===== src/rtl/pwr_regs_pkg.sv =====
package pwr_regs_pkg;
  localparam int DATA_W = 32;

  // control register bit positions
  localparam int CT_LP_DEEP = 0;
  localparam int CT_PWRDN   = 1;
  localparam int CT_CLR_WU  = 2;
  localparam int CT_CLR_SB  = 3;
  localparam int CT_DET_EN  = 4;

  // status register bit positions
  localparam int ST_WU      = 0;
  localparam int ST_SB      = 1;
  localparam int ST_DET     = 2;
  localparam int ST_BKR_RDY = 3;
  localparam int ST_WKP_EN  = 8;
  localparam int ST_BKR_EN  = 9;
  localparam int ST_VS_RDY  = 14;

  localparam int CTRL_WORD = 0;
  localparam int STAT_WORD = 1;

  typedef enum logic [1:0] {
    SEL_NONE,
    SEL_CTRL,
    SEL_STAT
  } reg_sel_e;

  typedef struct packed {
    logic det_en;
    logic pwrdn_sel;
    logic lp_deep;
  } ctrl_t;

  typedef struct packed {
    logic bkreg_en;
    logic wkpin_en;
  } stat_rw_t;
endpackage


===== src/rtl/pwr_apb_if.sv =====
module pwr_apb_if
  import pwr_regs_pkg::*;
#(
  parameter int ADDR_W    = 8,
  parameter int STAT_WAIT = 1
) (
  input  logic              clk_i,
  input  logic              rst_ni,
  input  logic              psel_i,
  input  logic              penable_i,
  input  logic              pwrite_i,
  input  logic [ADDR_W-1:0] paddr_i,
  output logic              pready_o,
  output logic              wr_stb_o,
  output reg_sel_e          sel_o
);
  localparam int WORD_W = ADDR_W - 2;
  localparam int CNT_W  = (STAT_WAIT > 0) ? $clog2(STAT_WAIT + 1) : 1;

  logic [WORD_W-1:0] word;
  logic              access;
  logic              stat_rd;

  assign word    = paddr_i[ADDR_W-1:2];
  assign access  = psel_i && penable_i;

  always_comb begin
    if (word == WORD_W'(CTRL_WORD))      sel_o = SEL_CTRL;
    else if (word == WORD_W'(STAT_WORD)) sel_o = SEL_STAT;
    else                                 sel_o = SEL_NONE;
  end

  assign stat_rd  = access && !pwrite_i && (sel_o == SEL_STAT);
  assign wr_stb_o = access && pwrite_i && pready_o;

  generate
    if (STAT_WAIT > 0) begin : g_wait
      logic [CNT_W-1:0] wait_cnt;

      always_ff @(posedge clk_i or negedge rst_ni) begin
        if (!rst_ni)                   wait_cnt <= '0;
        else if (stat_rd && !pready_o) wait_cnt <= wait_cnt + 1'b1;
        else                           wait_cnt <= '0;
      end

      assign pready_o = !stat_rd || (wait_cnt == CNT_W'(STAT_WAIT));

      // a completed status read was preceded by a stalled cycle of the same access
      p_stat_wait_r8: assert property (@(posedge clk_i) disable iff (!rst_ni)
        (stat_rd && pready_o) |-> $past(stat_rd && !pready_o));
    end else begin : g_nowait
      assign pready_o = 1'b1;
    end
  endgenerate

  p_zero_wait_r8: assert property (@(posedge clk_i) disable iff (!rst_ni)
    (access && !stat_rd) |-> pready_o);
endmodule


===== src/rtl/pwr_flags.sv =====
module pwr_flags #(
  parameter int CLR_DLY = 2
) (
  input  logic clk_i,
  input  logic por_ni,
  input  logic set_sb_i,
  input  logic set_wu_i,
  input  logic clr_sb_i,
  input  logic clr_wu_i,
  output logic sb_o,
  output logic wu_o
);
  logic [CLR_DLY-1:0] wu_pend;
  logic               wu_clr_now;

  generate
    if (CLR_DLY > 1) begin : g_shift
      always_ff @(posedge clk_i or negedge por_ni) begin
        if (!por_ni) wu_pend <= '0;
        else         wu_pend <= {wu_pend[CLR_DLY-2:0], clr_wu_i};
      end
    end else begin : g_single
      always_ff @(posedge clk_i or negedge por_ni) begin
        if (!por_ni) wu_pend <= '0;
        else         wu_pend <= clr_wu_i;
      end
    end
  endgenerate

  assign wu_clr_now = wu_pend[CLR_DLY-1];

  // set beats clear
  always_ff @(posedge clk_i or negedge por_ni) begin
    if (!por_ni) begin
      sb_o <= 1'b0;
      wu_o <= 1'b0;
    end else begin
      if (set_sb_i)      sb_o <= 1'b1;
      else if (clr_sb_i) sb_o <= 1'b0;
      if (set_wu_i)        wu_o <= 1'b1;
      else if (wu_clr_now) wu_o <= 1'b0;
    end
  end

  p_sb_clr_r3: assert property (@(posedge clk_i) disable iff (!por_ni)
    (clr_sb_i && !set_sb_i) |=> !sb_o);

  p_wu_not_early_r4: assert property (@(posedge clk_i) disable iff (!por_ni)
    (clr_wu_i && wu_o && !wu_clr_now && !set_wu_i) |=> wu_o);

  p_set_wins_sb_r5: assert property (@(posedge clk_i) disable iff (!por_ni)
    set_sb_i |=> sb_o);

  p_set_wins_wu_r5: assert property (@(posedge clk_i) disable iff (!por_ni)
    set_wu_i |=> wu_o);
endmodule


===== src/rtl/pwr_mode_sel.sv =====
module pwr_mode_sel (
  input  logic clk_i,
  input  logic rst_ni,
  input  logic deepsleep_i,
  input  logic pwrdn_sel_i,
  input  logic lp_deep_i,
  output logic stby_req_o,
  output logic stop_req_o,
  output logic reg_lp_o
);
  always_ff @(posedge clk_i or negedge rst_ni) begin
    if (!rst_ni) begin
      stby_req_o <= 1'b0;
      stop_req_o <= 1'b0;
      reg_lp_o   <= 1'b0;
    end else begin
      stby_req_o <= deepsleep_i && pwrdn_sel_i;
      stop_req_o <= deepsleep_i && !pwrdn_sel_i;
      reg_lp_o   <= deepsleep_i && !pwrdn_sel_i && lp_deep_i;
    end
  end

  p_stby_r1: assert property (@(posedge clk_i) disable iff (!rst_ni)
    (deepsleep_i && pwrdn_sel_i) |=> (stby_req_o && !stop_req_o && !reg_lp_o));

  p_stop_r2: assert property (@(posedge clk_i) disable iff (!rst_ni)
    (deepsleep_i && !pwrdn_sel_i) |=> (stop_req_o && !stby_req_o && (reg_lp_o == $past(lp_deep_i))));

  p_awake_r2: assert property (@(posedge clk_i) disable iff (!rst_ni)
    !deepsleep_i |=> !(stby_req_o || stop_req_o || reg_lp_o));
endmodule


===== src/rtl/pwr_mode_regs.sv =====
module pwr_mode_regs
  import pwr_regs_pkg::*;
#(
  parameter int ADDR_W    = 8,
  parameter int STAT_WAIT = 1,
  parameter int CLR_DLY   = 2
) (
  input  logic              clk_i,
  input  logic              rst_ni,
  input  logic              por_ni,
  input  logic              psel_i,
  input  logic              penable_i,
  input  logic              pwrite_i,
  input  logic [ADDR_W-1:0] paddr_i,
  input  logic [31:0]       pwdata_i,
  output logic [31:0]       prdata_o,
  output logic              pready_o,
  output logic              pslverr_o,
  input  logic              deepsleep_i,
  input  logic              wkup_evt_i,
  input  logic              stby_exit_evt_i,
  input  logic              det_out_i,
  input  logic              bkreg_rdy_i,
  input  logic              vscale_rdy_i,
  output logic              stby_req_o,
  output logic              stop_req_o,
  output logic              reg_lp_o,
  output logic              det_en_o,
  output logic              wkpin_en_o,
  output logic              bkreg_en_o
);
  reg_sel_e sel;
  logic     wr_stb;
  logic     wr_ctrl;
  logic     wr_stat;
  ctrl_t    ctrl_q;
  stat_rw_t stat_q;
  logic     sb_flag;
  logic     wu_flag;
  logic     clr_sb;
  logic     clr_wu;
  logic [DATA_W-1:0] ctrl_rd;
  logic [DATA_W-1:0] stat_rd;

  pwr_apb_if #(
    .ADDR_W   (ADDR_W),
    .STAT_WAIT(STAT_WAIT)
  ) u_apb (
    .clk_i    (clk_i),
    .rst_ni   (rst_ni),
    .psel_i   (psel_i),
    .penable_i(penable_i),
    .pwrite_i (pwrite_i),
    .paddr_i  (paddr_i),
    .pready_o (pready_o),
    .wr_stb_o (wr_stb),
    .sel_o    (sel)
  );

  assign wr_ctrl   = wr_stb && (sel == SEL_CTRL);
  assign wr_stat   = wr_stb && (sel == SEL_STAT);
  assign clr_sb    = wr_ctrl && pwdata_i[CT_CLR_SB];
  assign clr_wu    = wr_ctrl && pwdata_i[CT_CLR_WU];
  assign pslverr_o = 1'b0;

  // control: system reset domain
  always_ff @(posedge clk_i or negedge rst_ni) begin
    if (!rst_ni) begin
      ctrl_q <= '0;
    end else if (wr_ctrl) begin
      ctrl_q.det_en    <= pwdata_i[CT_DET_EN];
      ctrl_q.pwrdn_sel <= pwdata_i[CT_PWRDN];
      ctrl_q.lp_deep   <= pwdata_i[CT_LP_DEEP];
    end
  end

  // status enables: power-on reset domain, kept across standby exit
  always_ff @(posedge clk_i or negedge por_ni) begin
    if (!por_ni) begin
      stat_q <= '0;
    end else if (wr_stat) begin
      stat_q.wkpin_en <= pwdata_i[ST_WKP_EN];
      stat_q.bkreg_en <= pwdata_i[ST_BKR_EN];
    end
  end

  pwr_flags #(
    .CLR_DLY(CLR_DLY)
  ) u_flags (
    .clk_i   (clk_i),
    .por_ni  (por_ni),
    .set_sb_i(stby_exit_evt_i),
    .set_wu_i(wkup_evt_i),
    .clr_sb_i(clr_sb),
    .clr_wu_i(clr_wu),
    .sb_o    (sb_flag),
    .wu_o    (wu_flag)
  );

  pwr_mode_sel u_mode (
    .clk_i      (clk_i),
    .rst_ni     (rst_ni),
    .deepsleep_i(deepsleep_i),
    .pwrdn_sel_i(ctrl_q.pwrdn_sel),
    .lp_deep_i  (ctrl_q.lp_deep),
    .stby_req_o (stby_req_o),
    .stop_req_o (stop_req_o),
    .reg_lp_o   (reg_lp_o)
  );

  always_comb begin
    ctrl_rd             = '0;
    ctrl_rd[CT_DET_EN]  = ctrl_q.det_en;
    ctrl_rd[CT_PWRDN]   = ctrl_q.pwrdn_sel;
    ctrl_rd[CT_LP_DEEP] = ctrl_q.lp_deep;
  end

  always_comb begin
    stat_rd             = '0;
    stat_rd[ST_WU]      = wu_flag;
    stat_rd[ST_SB]      = sb_flag;
    stat_rd[ST_DET]     = det_out_i;
    stat_rd[ST_BKR_RDY] = bkreg_rdy_i;
    stat_rd[ST_WKP_EN]  = stat_q.wkpin_en;
    stat_rd[ST_BKR_EN]  = stat_q.bkreg_en;
    stat_rd[ST_VS_RDY]  = vscale_rdy_i;
  end

  always_comb begin
    unique case (sel)
      SEL_CTRL: prdata_o = ctrl_rd;
      SEL_STAT: prdata_o = stat_rd;
      default:  prdata_o = '0;
    endcase
  end

  assign det_en_o   = ctrl_q.det_en;
  assign wkpin_en_o = stat_q.wkpin_en;
  assign bkreg_en_o = stat_q.bkreg_en;

  p_unmapped_r10: assert property (@(posedge clk_i) disable iff (!rst_ni)
    (psel_i && (sel == SEL_NONE)) |-> (prdata_o == '0 && !pslverr_o));

  p_stat_hold_r9: assert property (@(posedge clk_i) disable iff (!por_ni)
    !wr_stat |=> $stable(stat_q));
endmodule


===== config.mk =====
export PLATFORM = sky130hd
export DESIGN_NAME = pwr_mode_regs
export DESIGN_NICKNAME = d
export VERILOG_FILES = /design/src/rtl/pwr_regs_pkg.sv /design/src/rtl/pwr_apb_if.sv /design/src/rtl/pwr_flags.sv /design/src/rtl/pwr_mode_sel.sv /design/src/rtl/pwr_mode_regs.sv
export SDC_FILE = /design/constraint.sdc
export NUM_CORES = 1
export LEC_CHECK = 0
export BUFFER_PORTS_ARGS = -buffer_cell sky130_fd_sc_hd__buf_2
export CAP_MARGIN = 0
export CORE_MARGIN = 4
export CORE_UTILIZATION = 33
export DETAILED_ROUTE_END_ITERATION = 16
export GPL_ROUTABILITY_DRIVEN = 0
export PLACE_DENSITY = 0.81
export SLEW_MARGIN = 15
export SYNTH_ARGS = -nofsm -noshare
export SYNTH_HDL_FRONTEND = slang
export SYNTH_HIERARCHICAL = 1
export SYNTH_SLANG_ARGS = --single-unit

===== constraint.sdc =====
create_clock -name clk_i -period 1.5 [get_ports clk_i]
set_input_delay 0.225 -clock clk_i [delete_from_list [all_inputs] [get_ports clk_i]]
set_output_delay 0.225 -clock clk_i [all_outputs]
set_load 0.02 [all_outputs]

==> qor.txt, run 1 <==
Global-route wire length before repair -> 2.82 mm
Area leader, netlist -> dfrtp_1
Final hold viol count -> 0
Worst Path Required -> 1.27 ns
Unique masters post-synth -> 21
Hold path depth -> 2
Root Buffer -> clkbuf_4
Cts bufs inserted -> 3
Power Dens Cells -> 631 nW/um2
Initial Utilization -> 35.7%
Layout cells sized above 1 -> 55.0%
Vias in the first global route -> 663
Post-route worst setup slack -> -0.0683 ns
LEAKAGE -> 0.634 nW
Setup CP Type -> input port to primary output
CTS tree -> yes
Total core area -> 2300 um2
Register bit count reported by yosys -> 13
Hold_sp -> wkup_evt_i
Pre-CTS WS -> -0.242 ns
Startpoint types -> input port
RSZ-0062 raised after global routing -> true
Fin crit share -> 105%
Die area -> 3350 um2
Hpwl dp -> 1.51 mm
CTS Sinks -> 13
First-pass iteration count of the detailed router -> 4
Setup-failing EPs final -> 4
Vias after detailed routing -> 644
Worst IR Drop VDD -> 0.383 mV
H-Tree Depth -> 1
Top cells by area, synth -> dfrtp_1 (40%), buf_4 (23%), and2_2 (5.5%), mux2_4 (5.5%), and3_1 (3.0%)
Reg-to-reg endpoint -> u_apb/g_wait.wait_cnt
Drt first-iter violations -> 9
DRC Markers -> 0
Longest Clk Path Bufs -> 2
Post-synth EDFFs -> 0
Avg WL per Cell -> 12.3 um
Initial antenna violation count -> 0
Max Transition Viols Final -> 0
Reg-to-reg startpoint -> u_apb/g_wait.wait_cnt
Crit path time final -> 1.57 ns
Worst clock skew -> 0.000390 ns
Top cell types by occurrence after synthesis -> buf_4 (25), dfrtp_1 (13), and2_2 (6)
Violated checks -> setup timing
Hold/Removal Path Class -> input port to register
Top FF cell, synth -> dfrtp_1
Asr flop ratio synth -> 100%
Ports -> 92
Crit. End Element -> primary output
Row Count -> 17
Antenna Nets Post-Route -> 0
Sequential area share after synthesis -> 39.6%
Die width -> 57.9 um
Total track usage -> 11.2%
Max_cap viols -> 0
Cell with the most instances after synthesis -> buf_4
Post-synth top area share -> 39.6%
Area Growth Syn to Fin -> 41.0%
Vias per cell -> 4.10
Largest net degree at the start of global routing -> 9
Area of the mapped netlist -> 821 um2
Critical Path AT -> 1.34 ns
Largest regs -> ctrl_q (2), u_flags/wu_pend (2)
Nets@finish -> 184
CP Max Fanout -> 5
Die Ht -> 57.9 um
Inserted Diodes -> 0
YS warnings -> 6
GR Overflow Total -> 0
Total negative slack -> -0.167 ns
Clock Latency Late Sink -> 0.26 ns
Post-synthesis average cell area -> 10.5 um2
Hold Path Sink -> u_flags/wu_o
Mapped Cells -> 78
Worst reg-to-reg setup slack -> 0.61 ns
PortBufs -> 39
Fmax -> 638 MHz
Reg2Reg Depth -> 2
Status -> complete, but fails checks
Final WL -> 1.93 mm
Clk pin slew, worst setup/hold paths -> 0.07 ns
[report_power, final]
part           internal [mW]  switching, mW
logic                 0.0540         0.0988
registers              0.359        0.00618
clock network          0.103          0.109
[worst max-delay path, stage by stage]
cell and delay (ns):
buf_6 0.09, nor3_4 0.20, and3_4 0.22, inv_1 0.07, ha_4 0.18, a22oi_2 0.15, nor2_1 0.06, buf_4 0.15
[routing by layer]
| metal | share of wire, % | routed length [um] | GRT usage, % | vias to the layer above |
|---|---|---|---|---|
| met5 | 0 | 0 | 0 | - |
| met4 | 3.0 | 58 | 7.28 | 0 |
| met3 | 10 | 194 | 3.34 | 4 |
| met2 | 54 | 1040 | 19.8 | 38 |
| met1 | 33 | 630 | 11.2 | 293 |
| li1 | - | - | - | 309 |
[cell families (layout without fill, tap and decap cells)]
| family | Yosys count | count (layout) | share of synthesized area, % |
|---|---|---|---|
| muxes | 5 | 5 | 8.23 |
| and+or+nand+nor | 24 | 24 | 20.3 |
| other | 1 | 25 | 0.457 |
| AOI/OAI and AO/OA | 4 | 4 | 3.66 |
| adders and majority gates | 2 | 2 | 3.05 |
| buffers and inverters | 29 | 56 | 24.7 |
| DFF | 13 | 13 | 39.6 |
[metrics by stage]
step                hold WS (ns)  utilization, %  cells  area [um2]  total power, mW
floorplan                -0.0706               -    102         911            0.505
global placement          0.0486            42.2    146         968            0.504
detailed placement        0.0573            42.2    146         968            0.508
CTS                        0.137            49.9    156        1150            0.735
global route               0.135            50.4    157        1160            0.770
finish                     0.144            50.4    157        1160            0.730
[how the worst max path moves through the flow]
stage / startpoint / to / depth (start not counted)
finish: paddr_i[6] / prdata_o[1] / 8
global route: paddr_i[6] / prdata_o[1] / 8
CTS: paddr_i[3] / prdata_o[0] / 8
detailed placement: paddr_i[7] / prdata_o[1] / 8
global placement: paddr_i[7] / prdata_o[0] / 8
floorplan: paddr_i[7] / prdata_o[0] / 5
[layout by cell type (no fill, tap or decap), drive strengths merged]
master,count
inv,4
and2b,1
dfrtp,13
and3b,2
and2,6
dlygate4sd3,2
nor2,4
conb,25
ha,2
clkbuf,4
nand4,1
nor3,1
a21o,2
mux2,5
and4,1
buf,46
and3,4
nand2,3
a22oi,2
and4bb,1
[what timing repair did]
action | 4_1_cts | 5_1_grt
buffers inserted | 4 | 1
resized for setup | 26 | 1
hold endpoints to repair | 13 | 0
pin swaps | 6 | 6
hold buffers | 2 | 0
endpoints found under the setup margin | 8 | 10
[area by class of cell]
cell class              instances  area (um2)
fillers                       222        1140
multi-input cells              60         433
flip-flops and latches         13         325
repair buffers                 48         323
well taps                      28        35.0
clock buffers                   4        26.3
inverters                       4        15.0
Power figures use the tool's default switching activity.
==> run 2, diff against run 1 <==
--- a/config.mk
+++ b/config.mk
@@ -12,6 +12,7 @@
 export DETAILED_ROUTE_END_ITERATION = 16
 export GPL_ROUTABILITY_DRIVEN = 0
 export PLACE_DENSITY = 0.81
+export SETUP_SLACK_MARGIN = 0.15
 export SLEW_MARGIN = 15
 export SYNTH_ARGS = -nofsm -noshare
 export SYNTH_HDL_FRONTEND = slang
==> qor.txt, run 2 (synthesis gave the netlist of run 1 again) <==
Clock Latency Late Sink -> 0.27 ns (about the same)
LEAKAGE -> 0.657 nW (+3.6%)
Final WL -> 1.87 mm (-2.7%)
Critical Path AT -> 1.38 ns (+0.04 ns)
Drt first-iter violations -> 16 (+7)
Initial Utilization -> 35.7% (unchanged)
Pre-CTS WS -> -0.230 ns (+0.0120 ns)
Crit path time final -> 1.60 ns (+0.0335 ns)
Total core area -> 2300 um2 (unchanged)
CTS Sinks -> 13 (unchanged)
Die width -> 57.9 um (unchanged)
Worst IR Drop VDD -> 0.416 mV (+8.7%)
Most frequent cells in the layout -> buf_2 (28), conb_1 (25), dfrtp_1 (13), buf_6 (12), and2_2 (6)
First-pass iteration count of the detailed router -> 3 (-1)
Largest regs -> ctrl_q (2), u_flags/wu_pend (2)
Layout cells sized above 1 -> 58.7% (+3.7 points)
Initial antenna violation count -> 0 (unchanged)
Worst Path Required -> 1.27 ns (about the same)
H-Tree Depth -> 1 (unchanged)
Status -> complete, but fails checks
Max_cap viols -> 0 (unchanged)
Crit. End Element -> primary output
Cts bufs inserted -> 3 (unchanged)
Hold/Removal Path Class -> input port to register
Startpoint types -> input port
Post-route worst setup slack -> -0.102 ns (-0.0335 ns)
Fmax -> 624 MHz (-2.1%)
Ports -> 92 (unchanged)
Final hold viol count -> 0 (unchanged)
Setup CP Type -> input port to primary output
PortBufs -> 39 (unchanged)
Largest net degree at the start of global routing -> 9 (unchanged)
Root Buffer -> clkbuf_4
Power Dens Cells -> 615 nW/um2 (-2.6%)
CTS tree -> yes
Hpwl dp -> 1.55 mm (+3.0%)
Total power -> 0.731 mW (about the same)
Clk pin slew, worst setup/hold paths -> 0.08 ns (about the same)
Fin crit share -> 107% (+2.2 points)
Setup-failing EPs final -> 8 (+4)
Max Transition Viols Final -> 0 (unchanged)
Global-route wire length before repair -> 2.84 mm (+0.71%)
Most common cell after layout, fill and taps aside -> buf_2
Vias after detailed routing -> 647 (+0.47%)
Total track usage -> 11.3% (+0.17 points)
Vias per cell -> 4.20 (+2.4%)
DRC Markers -> 0 (unchanged)
Area Growth Syn to Fin -> 44.8%
Longest Clk Path Bufs -> 2 (unchanged)
GR Overflow Total -> 0 (unchanged)
Die area -> 3350 um2 (unchanged)
Inserted Diodes -> 0 (unchanged)
Die Ht -> 57.9 um (unchanged)
Violated checks -> setup timing
Vias in the first global route -> 646 (-2.6%)
Row Count -> 17 (unchanged)
Avg WL per Cell -> 12.2 um (-0.80%)
RSZ-0062 raised after global routing -> true
CP Max Fanout -> 8 (+3)
Nets@finish -> 181 (-1.6%)
Antenna Nets Post-Route -> 0 (unchanged)
Worst clock skew -> 0.000138 ns (-0.000252 ns)
Number of fill cells in the layout -> 211 (-5.0%)
run 2: area by class of cell:
cell class | instances | area, um2 | area share, %
sequential | 13 | 325 | 27.4
multi-input combinational | 60 | 468 | 39.4
timing repair buffer | 45 | 318 | 26.7
clock inverter | 1 | 5.00 | 0.421
inverter | 4 | 15.0 | 1.26
clock buffer | 3 | 22.5 | 1.89
tap | 28 | 35.0 | 2.95
run 2: critical path, stage by stage:
cell and delay (ns):
buf_6 0.10, nor3_4 0.21, and3b_2 0.23, inv_2 0.05
ha_4 0.18, a22oi_2 0.21, nor2_4 0.05, buf_6 0.13
run 2: final timing paths:
check,startpoint,endpoint,slack (ns),depth (start not counted)
setup / recovery,paddr_i[3],prdata_o[1],-0.10,8
hold / removal,stby_exit_evt_i,u_flags/sb_o,0.13,2
setup reg to reg,u_apb/g_wait.wait_cnt,u_apb/g_wait.wait_cnt,0.62,2
hold reg to reg,u_flags/wu_pend[0],u_flags/wu_pend[1],0.35,0
max in group asynchronous,rst_ni,ctrl_q[0],1.06,2
min in group asynchronous,por_ni,u_flags/sb_o,0.30,2
run 2: per-stage QoR:
stage / hold slack (ns) / std cells / setup TNS [ns] / instance area, um2 / util (%)
finish: 0.130 / 154 / -0.421 / 1190 / 51.7
global route: 0.113 / 154 / -0.943 / 1190 / 51.7
CTS: 0.118 / 154 / -0.436 / 1180 / 51.3
detailed placement: 0.0559 / 146 / -1.49 / 1030 / 44.9
global placement: 0.0470 / 146 / -0.804 / 1030 / 44.9
floorplan: -0.0706 / 102 / 0 / 975 / -
run 2: power by group:
| group | internal (mW) | switching (mW) |
|---|---|---|
| logic | 0.0536 | 0.100 |
| clock network | 0.0988 | 0.112 |
| registers | 0.359 | 0.00711 |
run 2: routing by layer:
| layer | wire length [um] | track usage, % | vias up | share of wire [%] |
|---|---|---|---|---|
| met1 | 652 | 11.0 | 299 | 35 |
| met5 | 0 | 0 | - | 0 |
| met4 | 14 | 4.97 | 0 | 0.75 |
| met3 | 217 | 4.68 | 2 | 12 |
| met2 | 989 | 20.8 | 45 | 53 |
| li1 | - | - | 301 | - |
run 2: what timing repair did:
action,4_1_cts,5_1_grt
resized for setup,25,3
hold buffers,2,0
endpoints found under the hold margin,13,0
pin swaps,11,3
setup buffers,2,0
endpoints found under the setup margin,9,14
